===== src/rtl/swi_pkg.sv =====
package swi_pkg;
    typedef enum logic [3:0] {
        ST_IDLE,
        ST_BUMP,
        ST_PUSH_PCL,
        ST_PUSH_PCH,
        ST_PUSH_X,
        ST_PUSH_A,
        ST_PUSH_CCR,
        ST_MASK,
        ST_FETCH_HI,
        ST_FETCH_LO,
        ST_LOAD,
        ST_DONE
    } swi_state_e;
endpackage


===== src/rtl/swi_fsm.sv =====
module swi_fsm
    import swi_pkg::*;
(
    input  logic       clk,
    input  logic       rst,
    input  logic       start,
    output swi_state_e state,
    output logic       launch
);
    swi_state_e nxt;

    assign launch = (state == ST_IDLE) && start;

    always_ff @(posedge clk) begin
        if (rst) state <= ST_IDLE;
        else     state <= nxt;
    end

    always_comb begin
        nxt = state;
        unique case (state)
            ST_IDLE:     nxt = start ? ST_BUMP : ST_IDLE;
            ST_BUMP:     nxt = ST_PUSH_PCL;
            ST_PUSH_PCL: nxt = ST_PUSH_PCH;
            ST_PUSH_PCH: nxt = ST_PUSH_X;
            ST_PUSH_X:   nxt = ST_PUSH_A;
            ST_PUSH_A:   nxt = ST_PUSH_CCR;
            ST_PUSH_CCR: nxt = ST_MASK;
            ST_MASK:     nxt = ST_FETCH_HI;
            ST_FETCH_HI: nxt = ST_FETCH_LO;
            ST_FETCH_LO: nxt = ST_LOAD;
            ST_LOAD:     nxt = ST_DONE;
            ST_DONE:     nxt = ST_IDLE;
            default:     nxt = ST_IDLE;
        endcase
    end

    // once running, the state advances every cycle whatever start does
    a_r7_busy_advances: assert property (@(posedge clk) disable iff (rst)
        (state != ST_IDLE) |=> (state != $past(state)));
endmodule


===== src/rtl/swi_ctx_regs.sv =====
module swi_ctx_regs
    import swi_pkg::*;
#(
    parameter int AW   = 16,
    parameter int DW   = 8,
    parameter int IBIT = 3
) (
    input  logic          clk,
    input  logic          rst,
    input  swi_state_e    state,
    input  logic          launch,
    input  logic [AW-1:0] pc_in,
    input  logic [AW-1:0] sp_in,
    input  logic [DW-1:0] x_in,
    input  logic [DW-1:0] a_in,
    input  logic [DW-1:0] ccr_in,
    input  logic [DW-1:0] mem_rdata,
    output logic [AW-1:0] pc_r,
    output logic [AW-1:0] sp_r,
    output logic [DW-1:0] x_r,
    output logic [DW-1:0] a_r,
    output logic [DW-1:0] ccr_r
);
    localparam logic [DW-1:0] MASK_BIT = DW'(1) << IBIT;
    localparam int            HB       = AW - DW;

    logic [HB-1:0] vec_hi;
    logic          pushing;

    assign pushing = (state == ST_PUSH_PCL) || (state == ST_PUSH_PCH) ||
                     (state == ST_PUSH_X)   || (state == ST_PUSH_A)   ||
                     (state == ST_PUSH_CCR);

    always_ff @(posedge clk) begin
        if (!rst) begin
            if (launch) begin
                pc_r  <= pc_in;
                sp_r  <= sp_in;
                x_r   <= x_in;
                a_r   <= a_in;
                ccr_r <= ccr_in;
            end
            if (state == ST_BUMP)     pc_r   <= pc_r + AW'(1);
            if (pushing)              sp_r   <= sp_r - AW'(1);
            if (state == ST_MASK)     ccr_r  <= ccr_r | MASK_BIT;
            if (state == ST_FETCH_LO) vec_hi <= HB'(mem_rdata);
            if (state == ST_LOAD)     pc_r   <= {vec_hi, mem_rdata};
        end
    end

    // every stack write is followed by a one-step decrement
    a_r3_sp_steps_down: assert property (@(posedge clk) disable iff (rst)
        pushing |=> (sp_r == $past(sp_r) - AW'(1)));
    // mask step sets the I bit and leaves the other flags alone
    a_r4_mask_only_ibit: assert property (@(posedge clk) disable iff (rst)
        (state == ST_MASK) |=> (ccr_r[IBIT] && ((ccr_r | MASK_BIT) == ($past(ccr_r) | MASK_BIT))));
    // reset never alters the PC register
    a_r9_reset_keeps_pc: assert property (@(posedge clk)
        (rst && $past(rst)) |-> $stable(pc_r));
endmodule


===== src/rtl/swi_bus_drv.sv =====
module swi_bus_drv
    import swi_pkg::*;
#(
    parameter int            AW  = 16,
    parameter int            DW  = 8,
    parameter logic [AW-1:0] VEC = 16'hFFFC
) (
    input  logic          clk,
    input  logic          rst,
    input  swi_state_e    state,
    input  logic [AW-1:0] pc_r,
    input  logic [AW-1:0] sp_r,
    input  logic [DW-1:0] x_r,
    input  logic [DW-1:0] a_r,
    input  logic [DW-1:0] ccr_r,
    output logic [AW-1:0] mem_addr,
    output logic [DW-1:0] mem_wdata,
    output logic          mem_we,
    output logic          mem_re,
    output logic          done
);
    localparam logic [AW-1:0] VEC_LO = VEC + AW'(1);

    always_comb begin
        mem_addr  = '0;
        mem_wdata = '0;
        mem_we    = 1'b0;
        mem_re    = 1'b0;
        done      = 1'b0;
        unique case (state)
            ST_PUSH_PCL: begin mem_we = 1'b1; mem_addr = sp_r; mem_wdata = pc_r[DW-1:0]; end
            ST_PUSH_PCH: begin mem_we = 1'b1; mem_addr = sp_r; mem_wdata = DW'(pc_r >> DW); end
            ST_PUSH_X:   begin mem_we = 1'b1; mem_addr = sp_r; mem_wdata = x_r; end
            ST_PUSH_A:   begin mem_we = 1'b1; mem_addr = sp_r; mem_wdata = a_r; end
            ST_PUSH_CCR: begin mem_we = 1'b1; mem_addr = sp_r; mem_wdata = ccr_r; end
            ST_FETCH_HI: begin mem_re = 1'b1; mem_addr = VEC; end
            ST_FETCH_LO: begin mem_re = 1'b1; mem_addr = VEC_LO; end
            ST_DONE:     done = 1'b1;
            default: ;
        endcase
    end

    // never a read and a write in the same cycle
    a_r5_one_strobe: assert property (@(posedge clk) disable iff (rst)
        !(mem_we && mem_re));
    // reads target only the vector pair
    a_r6_vector_addr: assert property (@(posedge clk) disable iff (rst)
        mem_re |-> ((mem_addr == VEC) || (mem_addr == VEC_LO)));
    // done never lasts two cycles
    a_r8_done_pulse: assert property (@(posedge clk) disable iff (rst)
        done |=> !done);
endmodule


===== src/rtl/swi_stacker.sv =====
module swi_stacker
    import swi_pkg::*;
#(
    parameter int            AW   = 16,
    parameter int            DW   = 8,
    parameter int            IBIT = 3,
    parameter logic [AW-1:0] VEC  = 16'hFFFC
) (
    input  logic          clk,
    input  logic          rst,
    input  logic          start,
    input  logic [AW-1:0] pc_in,
    input  logic [AW-1:0] sp_in,
    input  logic [DW-1:0] x_in,
    input  logic [DW-1:0] a_in,
    input  logic [DW-1:0] ccr_in,
    input  logic [DW-1:0] mem_rdata,
    output logic [AW-1:0] mem_addr,
    output logic [DW-1:0] mem_wdata,
    output logic          mem_we,
    output logic          mem_re,
    output logic [AW-1:0] pc_out,
    output logic [AW-1:0] sp_out,
    output logic [DW-1:0] ccr_out,
    output logic          done
);
    swi_state_e    state;
    logic          launch;
    logic [DW-1:0] x_r, a_r;

    swi_fsm u_fsm (
        .clk(clk), .rst(rst), .start(start), .state(state), .launch(launch)
    );

    swi_ctx_regs #(.AW(AW), .DW(DW), .IBIT(IBIT)) u_regs (
        .clk(clk), .rst(rst), .state(state), .launch(launch),
        .pc_in(pc_in), .sp_in(sp_in), .x_in(x_in), .a_in(a_in), .ccr_in(ccr_in),
        .mem_rdata(mem_rdata),
        .pc_r(pc_out), .sp_r(sp_out), .x_r(x_r), .a_r(a_r), .ccr_r(ccr_out)
    );

    swi_bus_drv #(.AW(AW), .DW(DW), .VEC(VEC)) u_bus (
        .clk(clk), .rst(rst), .state(state),
        .pc_r(pc_out), .sp_r(sp_out), .x_r(x_r), .a_r(a_r), .ccr_r(ccr_out),
        .mem_addr(mem_addr), .mem_wdata(mem_wdata),
        .mem_we(mem_we), .mem_re(mem_re), .done(done)
    );
endmodule


===== config.mk =====
export PLATFORM = sky130hd
export DESIGN_NAME = swi_stacker
export DESIGN_NICKNAME = d
export VERILOG_FILES = /design/src/rtl/swi_pkg.sv /design/src/rtl/swi_fsm.sv /design/src/rtl/swi_ctx_regs.sv /design/src/rtl/swi_bus_drv.sv /design/src/rtl/swi_stacker.sv
export SDC_FILE = /design/constraint.sdc
export NUM_CORES = 1
export LEC_CHECK = 0
export BUFFER_PORTS_ARGS = -buffer_cell sky130_fd_sc_hd__buf_2
export CAP_MARGIN = 20
export CORE_MARGIN = 2
export CORE_UTILIZATION = 40
export CTS_CLUSTER_DIAMETER = 120
export DETAILED_ROUTE_END_ITERATION = 8
export PLACE_DENSITY_LB_ADDON = 0.12
export SLEW_MARGIN = 15
export SYNTH_ARGS = -nofsm -noshare
export SYNTH_HDL_FRONTEND = slang
export SYNTH_HIERARCHICAL = 1
export SYNTH_SLANG_ARGS = --single-unit

===== constraint.sdc =====
create_clock -name clk -period 3.6 [get_ports clk]
set_clock_uncertainty 0.1 [all_clocks]
set_input_delay 0.18 -clock clk [delete_from_list [all_inputs] [get_ports clk]]
set_output_delay 0.18 -clock clk [all_outputs]
set_load 0.05 [all_outputs]

==> results.py, run 1 <==
metrics = {
    "clocking": {
        "clk_path_buf_depth": 2,
        "clock-root-buffer": "clkbuf_8",
        "htreeDepth": 3,
        "cts_resized": 0,
        "path_clk_slew_ns": 0.08,
        "clkLatencyLatePin_ns": 0.34,
        "cts_made_buffers": 9,
        "postCtsSetupBuffers": 0,
        "cts_sinks": 68,
        "cts_tree": "built",
    },
    "grt": {
        "grt_max_degree": 30,
        "grt_remaining_overflow": 0,
        "antenna_found_initial": 0,
        "grt_pass1_vias": 3154,
        "grt_usage_pct": 20.9,
        "grt_first_pass_wirelength_microns": 16300,
    },
    "yosys": {
        "syn_nets": 404,
        "ys.flop_type": "edfxtp_1",
        "synthTopCellsByArea": "edfxtp_1, mux2_2, nand2_1",
        "ys_types": 52,
        "synth_warnings": 6,
        "synth-edff-count": 64,
        "synth_top_area_cell": "edfxtp_1",
        "synthArstFlopShare_pct": 0,
        "postSynthCellCount": 335,
        "avgSynthCellArea_sq_um": 11.2,
        "netlist.area_leader.share_pct": 51.1,
        "synth.ff_latch_count": 68,
        "seq_area_frac_synth_pct": 53.2,
        "syn_area_sq_mm": 0.00376,
    },
    "worst_setup_path": {
        "arrival_ns": 2.45,
        "worstPathMaxFanout": 27,
        "required_ns": 3.32,
        "criticalPathCategory": "flip-flop to output pin",
        "worstSetupEndpointType": "output pin",
        "critPathLaunchType": "flip-flop",
    },
    "timing": {
        "fin_crit_sh_pct": 75.8,
        "max_freq_mhz": 366,
        "setup_viol": 0,
        "relSlewSlack_pct": 35.3,
        "maxSlewViolCount": 0,
        "rsz0062_at_grt": "no",
        "hold_viol_final": 0,
        "worstMarginPinSlew_ns": 0.969,
        "layout_min_cycle_time_ns": 2.73,
        "finalHoldWorstSlack_ns": 0.0152,
        "fin_tns_setup_ns": 0,
    },
    "layout": {
        "drive_gt1_share_pct": 35.9,
        "area_growth_pct": 35.9,
        "antenna_cells": 0,
        "fin_nets": 577,
    },
    "floorplanning": {
        "core-area_sq_mm": 0.00920,
        "die_w_microns": 101,
        "rows": 35,
        "die_h_microns": 101,
        "initial_core_util_pct": 40.9,
        "design.die.area_sq_mm": 0.0102,
        "io_pins": 134,
    },
    "placed_design": {
        "io_buffers": 133,
        "dp_hpwl_microns": 7500,
        "gp_congestion": 0.790,
    },
    "drt": {
        "vias_per_cell": 5.35,
        "dr.pass1.iters": 4,
        "final_antenna_net_count": 0,
        "wl_per_cell_microns": 16.9,
        "dr.first_iter.drc_count": 202,
        "wirelength_microns": 10500,
        "via_count": 3341,
        "drc": 0,
    },
    "power_and_ir_drop": {
        "swShare_pct": 34.9,
        "power_density_mw_per_mm2": 492,
        "power_leakage_nw": 2.17,
        "vdd_ir_drop_max_mv": 0.252,
        "p_sw_w": 0.000878,
        "p_int_w": 0.00164,
        "p_clk_share_pct": 30.2,
        "seq_power_share_pct": 41.5,
        "combPwrFrac_pct": 28.3,
    },
    "run": {
        "drv_cap": 0,
    },
    "run_status": {
        "status": "complete, no violations",
    },
    "hold_path": {
        "hp-class": "primary input to flip-flop",
    },
}
[area by class of cell]
cell class,instances,area (sq um)
multi-input combinational,248,1650
fill,837,4080
timing repair buffer,175,1070
clock buffer,9,124
tap,111,139
clock inverter,7,115
sequential,68,2000
inverter,6,22.5
[Yosys cell counts (all sizes together) (3+ instances only)]
master / count
a21o: 16
a21oi: 7
a22oi: 14
a31oi: 4
buf: 8
clkbuf: 5
dfxtp: 4
edfxtp: 64
inv: 6
mux2: 16
nand2: 47
nand2b: 6
nand3: 8
nand4: 7
nor2: 21
nor3: 10
nor3b: 3
nor4: 9
o21ai: 25
xnor2: 14
xor2: 10
[through the flow]
step / util, % / total power [W] / setup slack [ns] / instance area, sq um / instances
final: 55.6 / 0.00252 / 0.871 / 5110 / 624
after detailed placement: 49.3 / 0.00175 / 1.10 / 4530 / 574
after global placement: 49.3 / 0.00174 / 1.17 / 4530 / 574
after CTS: 55.6 / 0.00253 / 0.833 / 5110 / 624
after floorplan: - / 0.00156 / 0.844 / 3760 / 335
after global routing: 55.6 / 0.00263 / 0.641 / 5110 / 624
[power by group through the flow]
stage / clock (W) / combinational, W / sequential, W
floorplan: 0 / 0.000372 / 0.00118
global placement: 0 / 0.000678 / 0.00106
detailed placement: 0 / 0.000684 / 0.00106
CTS: 0.000773 / 0.000714 / 0.00104
global route: 0.000815 / 0.000761 / 0.00105
finish: 0.000760 / 0.000713 / 0.00104
[final timing paths]
check	from	endpoint	slack, ns	depth (start not counted)
worst max-delay path	u_fsm/state[2]$_SDFF_PP0_	mem_addr[0]	0.87	4
worst max register to register	u_fsm/state[2]$_SDFF_PP0_	u_regs/pc_r[0]$_DFFE_PP_	1.07	4
worst min-delay path	sp_in[4]	u_regs/sp_r[4]$_DFFE_PP_	0.02	3
worst min register to register	u_regs/vec_hi[7]$_DFFE_PP_	u_regs/pc_r[15]$_DFFE_PP_	0.47	1
[logic make-up (layout without fill, tap and decap cells)]
| logic type | after synthesis | in the layout | share of synthesized area [%] |
|---|---|---|---|
| AOI/OAI and AO/OA | 77 | 77 | 13.7 |
| and+or+nand+nor | 128 | 128 | 18.7 |
| muxes | 17 | 17 | 5.05 |
| buffers and inverters | 19 | 197 | 3.06 |
| DFF | 68 | 68 | 53.2 |
| xor gates and xnor gates | 24 | 24 | 5.59 |
| adders and majority gates | 2 | 2 | 0.665 |
[flip-flops by register name, summed over array words and instances, names as in the netlist]
register	cells
u_regs/pc_r	16
u_regs/sp_r	16
u_regs/a_r	8
u_regs/ccr_r	8
u_regs/vec_hi	8
u_regs/x_r	8
u_fsm/state	4
[worst max-delay path: stages, from the launching register on]
cell and delay, ns:
dfxtp_1 0.96, o21bai_1 0.22, a31oi_4 0.46, a22o_1 0.20
buf_2 0.26
[repair_timing]
item | in CTS | in global routing
endpoints found under the setup margin | 0 | 0
hold buffers | 34 | 0
hold endpoints to repair | 34 | 0
[layout by cell type (no fill, tap or decap), types with 4 or more instances in the layout]
| cell type | instances |
|---|---|
| nand4_1 | 7 |
| xor2_1 | 10 |
| a22oi_1 | 14 |
| nand2_1 | 46 |
| o21ai_0 | 25 |
| dfxtp_1 | 4 |
| buf_4 | 8 |
| edfxtp_1 | 64 |
| a21o_1 | 16 |
| dlygate4sd3_1 | 34 |
| nor3_1 | 9 |
| nand2b_1 | 6 |
| inv_1 | 6 |
| nand3_1 | 8 |
| xnor2_1 | 14 |
| a21oi_1 | 7 |
| nor4_1 | 8 |
| mux2_2 | 16 |
| nor2_1 | 19 |
| clkbuf_8 | 9 |
| buf_2 | 133 |
[metal layers]
| metal | wire length (microns) | GRT usage, % |
|---|---|---|
| met1 | 4870 | 29.6 |
| met5 | 0 | 0 |
| met2 | 4930 | 32.2 |
| met3 | 660 | 4.99 |
| met4 | 61 | 5.20 |
Power figures use the tool's default switching activity.
==> inputs of run 2 (changes only) <==
- ABC_AREA: not set -> 1
- clock period: 3.6 -> 2.6 ns (I/O delays scaled with it)
==> run 2 against run 1 <==
Against the previous run: worst setup slack lost 0.64 ns; utilization shrank 0.88 points; area after synthesis rose by 11%; power is 89% higher; first-iteration DRC count grew 13%; die area rose by 11%; critical path type unchanged; largest cell class unchanged; highest routed layer unchanged.
==> results.py, run 2 <==
metrics = {
    "yosys": {
        "synthSimpleGateAreaFrac_pct": 36.0,
        "synth-edff-count": 64,
        "syn_nets": 609,
        "synthArstFlopShare_pct": 0,
        "yosys.area_share.xor_xnor_pct": 1.67,
        "avgSynthCellArea_sq_um": 7.75,
        "synthTopCellsByArea": "edfxtp_1, nand2_1, nand3_1",
        "synthAdderAreaFrac_pct": 0.598,
        "ys_types": 34,
        "postSynthCellCount": 540,
        "synth_top_family_by_area": "simple AND/OR/NAND/NOR gates",
        "synth_top_area_cell": "edfxtp_1",
        "post-synth-top-count-cell": "nand2_1",
        "synthMuxAreaShare_pct": 0,
        "ys.flop_type": "edfxtp_1",
        "netlist.area_leader.share_pct": 45.9,
        "synth-compound-area-share_pct": 5.44,
        "syn_area_sq_mm": 0.00418,
        "synth.ff_latch_count": 68,
        "seq_area_frac_synth_pct": 47.8,
        "netlist_top_cells_count": "nand2_1, nor2_1, nand3_1",
        "synth_warnings": 6,
    },
    "worst_setup_path": {
        "reg2reg_from": "u_fsm/state[3]$_SDFF_PP0_",
        "path_cells": "inv_2 > nor2_1 > nand2_1 > nand2_1 > buf_2",
        "path_depth": 5,
        "cp_slowest_cell": "dfxtp_1",
        "crit_buf_inv": 2,
        "crit_family": "flip-flops",
        "critPathLaunchType": "flip-flop",
        "slowest_delay_ns": 0.73,
        "required_ns": 2.37,
        "timing.rr.end": "u_regs/pc_r[13]$_DFFE_PP_",
        "worstSetupEndpointType": "output pin",
        "startpoint": "u_fsm/state[3]$_SDFF_PP0_",
        "crit_top_cell": "nand2_1",
        "arrival_ns": 2.14,
        "worstPathMaxFanout": 15,
        "rr_worst_depth": 6,
        "criticalPathCategory": "flip-flop to output pin",
        "r2r_slack_ns": 0.47,
    },
    "run": {
        "drv_cap": 0,
    },
    "grt": {
        "grtUsageMet3_pct": 4.97,
        "busiest_layer": "met2",
        "grt_first_pass_wirelength_microns": 19300,
        "antenna_found_initial": 0,
        "grt_usage_pct": 21.9,
        "met1_usage_pct": 25.7,
        "grt_pass1_vias": 4085,
        "grt_max_degree": 24,
        "grt.met2_usage_pct": 39.4,
        "grt_remaining_overflow": 0,
    },
    "layout": {
        "area_growth_pct": 33.8,
        "fin_util_pct": 54.7,
        "seq_area_sq_mm": 0.00200,
        "fin_nets": 795,
        "largestRegisters": "u_regs/pc_r x16, u_regs/sp_r x16",
        "multiInputGateArea_sq_mm": 0.00183,
        "drive_gt1_share_pct": 25.3,
        "final_common_cell": "nand2_1",
        "layout.cells.non_filler": 867,
        "antenna_cells": 0,
        "mostFrequentLayoutCells": "nand2_1, buf_2, nor2_1",
        "fillCellCount": 962,
    },
    "timing": {
        "fin_tns_setup_ns": 0,
        "maxSlewViolCount": 0,
        "worstMarginPinSlew_ns": 0.630,
        "rsz0062_at_grt": "no",
        "max_freq_mhz": 423,
        "hold_viol_final": 0,
        "layout_min_cycle_time_ns": 2.37,
        "fin_crit_sh_pct": 91.0,
        "relSlewSlack_pct": 58.0,
        "setup_viol": 0,
    },
    "drt": {
        "via_count": 4247,
        "vias_per_cell": 4.90,
        "wirelength_microns": 12300,
        "drc": 0,
        "wl_per_cell_microns": 14.2,
        "dr.first_iter.drc_count": 228,
        "dr.pass1.iters": 5,
        "final_antenna_net_count": 0,
    },
    "floorplanning": {
        "die_w_microns": 106,
        "core-area_sq_mm": 0.0102,
        "initial_core_util_pct": 40.9,
        "io_pins": 134,
        "rows": 37,
        "die_h_microns": 106,
        "design.die.area_sq_mm": 0.0113,
    },
    "power_and_ir_drop": {
        "p_int_w": 0.00237,
        "p_clk_share_pct": 15.7,
        "power_density_mw_per_mm2": 849,
        "swShare_pct": 50.1,
        "power_leakage_nw": 2.69,
        "seq_power_share_pct": 35.2,
        "combPwrFrac_pct": 49.1,
        "vdd_ir_drop_max_mv": 0.668,
        "p_sw_w": 0.00238,
    },
    "placed_design": {
        "place_inst": 806,
        "dp_hpwl_microns": 8860,
        "gp_congestion": 0.844,
        "io_buffers": 133,
    },
    "hold_path": {
        "hp-class": "primary input to flip-flop",
        "hold_end": "u_fsm/state[0]$_SDFF_PP0_",
        "holdPathStages": 5,
        "min_from": "start",
    },
    "clocking": {
        "clk_path_buf_depth": 2,
        "cts_made_buffers": 9,
        "cts_tree": "built",
        "htreeDepth": 3,
        "clock-root-buffer": "clkbuf_8",
        "cts_sinks": 68,
        "path_clk_slew_ns": 0.07,
        "clkLatencyLatePin_ns": 0.35,
    },
    "run_status": {
        "status": "complete, no violations",
    },
}
-- run 2: cell count changes after synthesis, moves of 7 or more --
cell,before,now
mux2_2,16,0
a22oi_1,14,0
inv_2,0,7
nand3_1,8,66
a21oi_1,7,17
nand2_1,46,168
nor4_1,8,0
xnor2_1,14,2
nor2_1,19,80
o21ai_0,25,12
inv_1,6,56
a21o_1,16,1
-- run 2: what timing repair did --
item,in CTS,in global routing
hold buffers,45,0
resized for setup,0,0
endpoints found under the hold margin,47,0
setup buffers,0,0
-- run 2: worst max-delay path by stage --
| stage | end |
|---|---|
| 2_1_floorplan | u_regs/sp_r[0]$_DFFE_PP_ |
| 3_3_place_gp | u_regs/pc_r[12]$_DFFE_PP_ |
| 6_report | mem_addr[8] |
| 3_5_place_dp | u_regs/pc_r[6]$_DFFE_PP_ |
| 5_1_grt | mem_addr[5] |
| 4_1_cts | mem_addr[8] |
-- run 2: worst reg2reg max path: stages, from the launching register on --
cell	delay, ns
dfxtp_1	0.73
nand2_1	0.21
nor3_4	0.17
inv_2	0.12
a31o_2	0.21
inv_1	0.04
buf_4	0.23
-- run 2: power groups by stage --
| stage | clock network [W] | registers [W] | logic, W |
|---|---|---|---|
| 2_1_floorplan | 0 | 0.00206 | 0.00135 |
| 3_3_place_gp | 0 | 0.00169 | 0.00226 |
| 3_5_place_dp | 0 | 0.00170 | 0.00228 |
| 4_1_cts | 0.000767 | 0.00167 | 0.00234 |
| 5_1_grt | 0.000812 | 0.00170 | 0.00251 |
| 6_report | 0.000747 | 0.00167 | 0.00233 |
-- run 2: stage by stage --
step | instance area (sq um) | setup WS [ns] | hold slack, ns | total power, W
global placement | 4990 | 0.556 | 0.207 | 0.00396
floorplan | 4190 | 0.123 | 0.102 | 0.00340
detailed placement | 4990 | 0.504 | 0.208 | 0.00398
global route | 5600 | 0.111 | 0.0302 | 0.00503
finish | 5600 | 0.234 | 0.0256 | 0.00476
CTS | 5600 | 0.248 | 0.00611 | 0.00478
-- run 2: routing by layer --
metal | part of all wire (%) | wire length (microns)
met1 | 41 | 5030
met2 | 50 | 6200
met3 | 7.2 | 880
met4 | 1.4 | 170
met5 | 0 | 0
-- run 2: final cells by class --
type                            count  share of cell area (%)
Multi-Input combinational cell    395                    32.7
Tap cell                          136                    3.04
Clock inverter                      6                   0.559
Inverter                           63                    4.22
Clock buffer                       10                    2.28
Timing Repair Buffer              189                    21.4
Sequential cell                    68                    35.8
-- run 2: cell families (layout without fill, tap and decap cells) --
family,count (synthesis),after routing
and+or+nand+nor,344,344
AOI/OAI and AO/OA,41,41
xor gates and xnor gates,8,8
DFF,68,68
buffers and inverters,77,268
adders and majority gates,2,2
==> inputs of run 3 (changes only) <==
- ABC_CLOCK_PERIOD_IN_PS: not set -> 2600
- CELL_PAD_IN_SITES_DETAIL_PLACEMENT: not set -> 0
- CELL_PAD_IN_SITES_GLOBAL_PLACEMENT: not set -> 1
- CORE_UTILIZATION: 40 -> 37
- SLEW_MARGIN: 15 -> not set
==> run 3 against run 2 <==
Against the previous run: global-route usage decreased by 1.1 points; via count decreased by 2.8%; critical endpoint is now mem_wdata[2]; non-clock buffer count unchanged; critical path type unchanged; largest cell class unchanged.
==> results.py, run 3 (synthesized netlist as in run 2, its figures left out) <==
metrics = {
    "placed_design": {
        "place_area_sq_mm": 0.00499,
        "place_inst": 810,
        "io_buffers": 133,
        "dp_hpwl_microns": 9220,
        "gp_congestion": 0.793,
    },
    "hold_path": {
        "holdPathStages": 5,
        "hp-class": "primary input to flip-flop",
        "hold_end": "u_fsm/state[0]$_SDFF_PP0_",
        "min_from": "start",
    },
    "floorplanning": {
        "rows": 38,
        "core-area_sq_mm": 0.0109,
        "design.die.area_sq_mm": 0.0122,
        "die_h_microns": 110,
        "die_w_microns": 110,
        "io_pins": 134,
        "initial_core_util_pct": 38.3,
    },
    "drt": {
        "via_count": 4128,
        "dr.pass1.iters": 5,
        "wl_per_cell_microns": 14.3,
        "vias_per_cell": 4.74,
        "final_antenna_net_count": 0,
        "wirelength_microns": 12400,
        "drc": 0,
        "dr.first_iter.drc_count": 209,
    },
    "timing": {
        "relSlewSlack_pct": 59.6,
        "maxSlewViolCount": 0,
        "setup_viol": 0,
        "max_freq_mhz": 437,
        "hold_viol_final": 0,
        "worstMarginPinSlew_ns": 0.605,
        "fin_crit_sh_pct": 88.0,
        "layout_min_cycle_time_ns": 2.29,
        "fin_tns_setup_ns": 0,
        "rsz0062_at_grt": "no",
    },
    "power_and_ir_drop": {
        "vdd_ir_drop_max_mv": 0.622,
        "power_w": 0.00512,
        "p_sw_w": 0.00244,
        "p_int_w": 0.00268,
        "seq_power_share_pct": 32.7,
        "power_leakage_nw": 2.73,
        "p_clk_share_pct": 21.7,
        "power_density_mw_per_mm2": 896,
        "combPwrFrac_pct": 45.6,
        "swShare_pct": 47.7,
    },
    "clocking": {
        "cts_sinks": 68,
        "cts_made_buffers": 9,
        "clk_path_buf_depth": 2,
        "cts_resized": 0,
        "postCtsSetupBuffers": 0,
        "clkLatencyLatePin_ns": 0.34,
        "htreeDepth": 3,
        "path_clk_slew_ns": 0.05,
        "cts_tree": "built",
        "clock-root-buffer": "clkbuf_16",
        "hold_buffers": 45,
    },
    "grt": {
        "grt_pass1_vias": 3942,
        "grt_usage_pct": 20.7,
        "grt_first_pass_wirelength_microns": 18700,
        "grt_max_degree": 24,
        "antenna_found_initial": 0,
        "grt_remaining_overflow": 0,
    },
    "layout": {
        "largestRegisters": "u_regs/pc_r x16, u_regs/sp_r x16",
        "fillCellCount": 1062,
        "area_growth_pct": 36.6,
        "final_common_cell": "nand2_1",
        "layout.cells.non_filler": 871,
        "mostFrequentLayoutCells": "nand2_1, buf_2, nor2_1",
        "fin_nets": 795,
        "fin_area_sq_mm": 0.00571,
        "fin_util_pct": 52.3,
        "drive_gt1_share_pct": 25.7,
        "antenna_cells": 0,
    },
    "worst_setup_path": {
        "required_ns": 2.37,
        "rr_worst_depth": 6,
        "r2r_slack_ns": 0.48,
        "timing.rr.end": "u_regs/pc_r[0]$_DFFE_PP_",
        "worstSetupEndpointType": "output pin",
        "arrival_ns": 2.06,
        "worstPathMaxFanout": 11,
        "criticalPathCategory": "flip-flop to output pin",
        "reg2reg_from": "u_fsm/state[3]$_SDFF_PP0_",
        "critPathLaunchType": "flip-flop",
    },
    "run": {
        "drv_cap": 0,
    },
    "run_status": {
        "status": "complete, no violations",
    },
}
-- run 3: cell type report --
type	count	area [sq um]	share of cell area, %
Timing Repair Buffer	189	1200	21.0
Clock buffer	9	225	3.94
Clock inverter	7	43.8	0.766
Multi-Input combinational cell	395	1830	32.1
Tap cell	140	175	3.07
Sequential cell	68	2000	35.0
Inverter	63	236	4.14
-- run 3: per-stage QoR --
stage | worst slack, ns | hold slack, ns
floorplan | 0.123 | 0.102
global placement | 0.543 | 0.208
detailed placement | 0.471 | 0.208
CTS | 0.273 | 0.0233
global route | 0.0936 | 0.0455
finish | 0.312 | 0.0276
-- run 3: metal layers --
| metal | global-route usage [%] | wire (microns) | vias to the layer above |
|---|---|---|---|
| li1 | - | - | 2128 |
| met1 | 22.3 | 5000 | 1854 |
| met2 | 38.6 | 6380 | 134 |
| met3 | 6.70 | 862 | 12 |
| met4 | 6.07 | 176 | 0 |
| met5 | 0 | 0 | - |
-- run 3: worst max path at each step --
stage | startpoint | to | cells past startpoint
2_1_floorplan | u_fsm/state[3]$_SDFF_PP0_ | u_regs/sp_r[0]$_DFFE_PP_ | 5
6_report | u_fsm/state[1]$_SDFF_PP0_ | mem_wdata[2] | 8
3_5_place_dp | u_fsm/state[3]$_SDFF_PP0_ | u_regs/pc_r[7]$_DFFE_PP_ | 6
3_3_place_gp | u_fsm/state[3]$_SDFF_PP0_ | u_regs/pc_r[15]$_DFFE_PP_ | 6
4_1_cts | u_fsm/state[1]$_SDFF_PP0_ | mem_wdata[7] | 7
5_1_grt | u_fsm/state[1]$_SDFF_PP0_ | mem_wdata[2] | 8
-- run 3: critical path: stages, from the launching register on --
cell     delay (ns)
dfxtp_1        0.58
inv_2          0.07
nor2_1         0.32
buf_4          0.23
nand3_1        0.07
nand2_1        0.08
inv_1          0.05
nand2_1        0.06
buf_2          0.25
-- run 3: power groups by stage --
stage / combinational [W] / clock, W / sequential [W]
after CTS: 0.00235 / 0.00114 / 0.00168
after global placement: 0.00227 / 0 / 0.00170
after floorplan: 0.00135 / 0 / 0.00206
after global routing: 0.00253 / 0.00119 / 0.00171
final: 0.00233 / 0.00111 / 0.00167
after detailed placement: 0.00229 / 0 / 0.00170
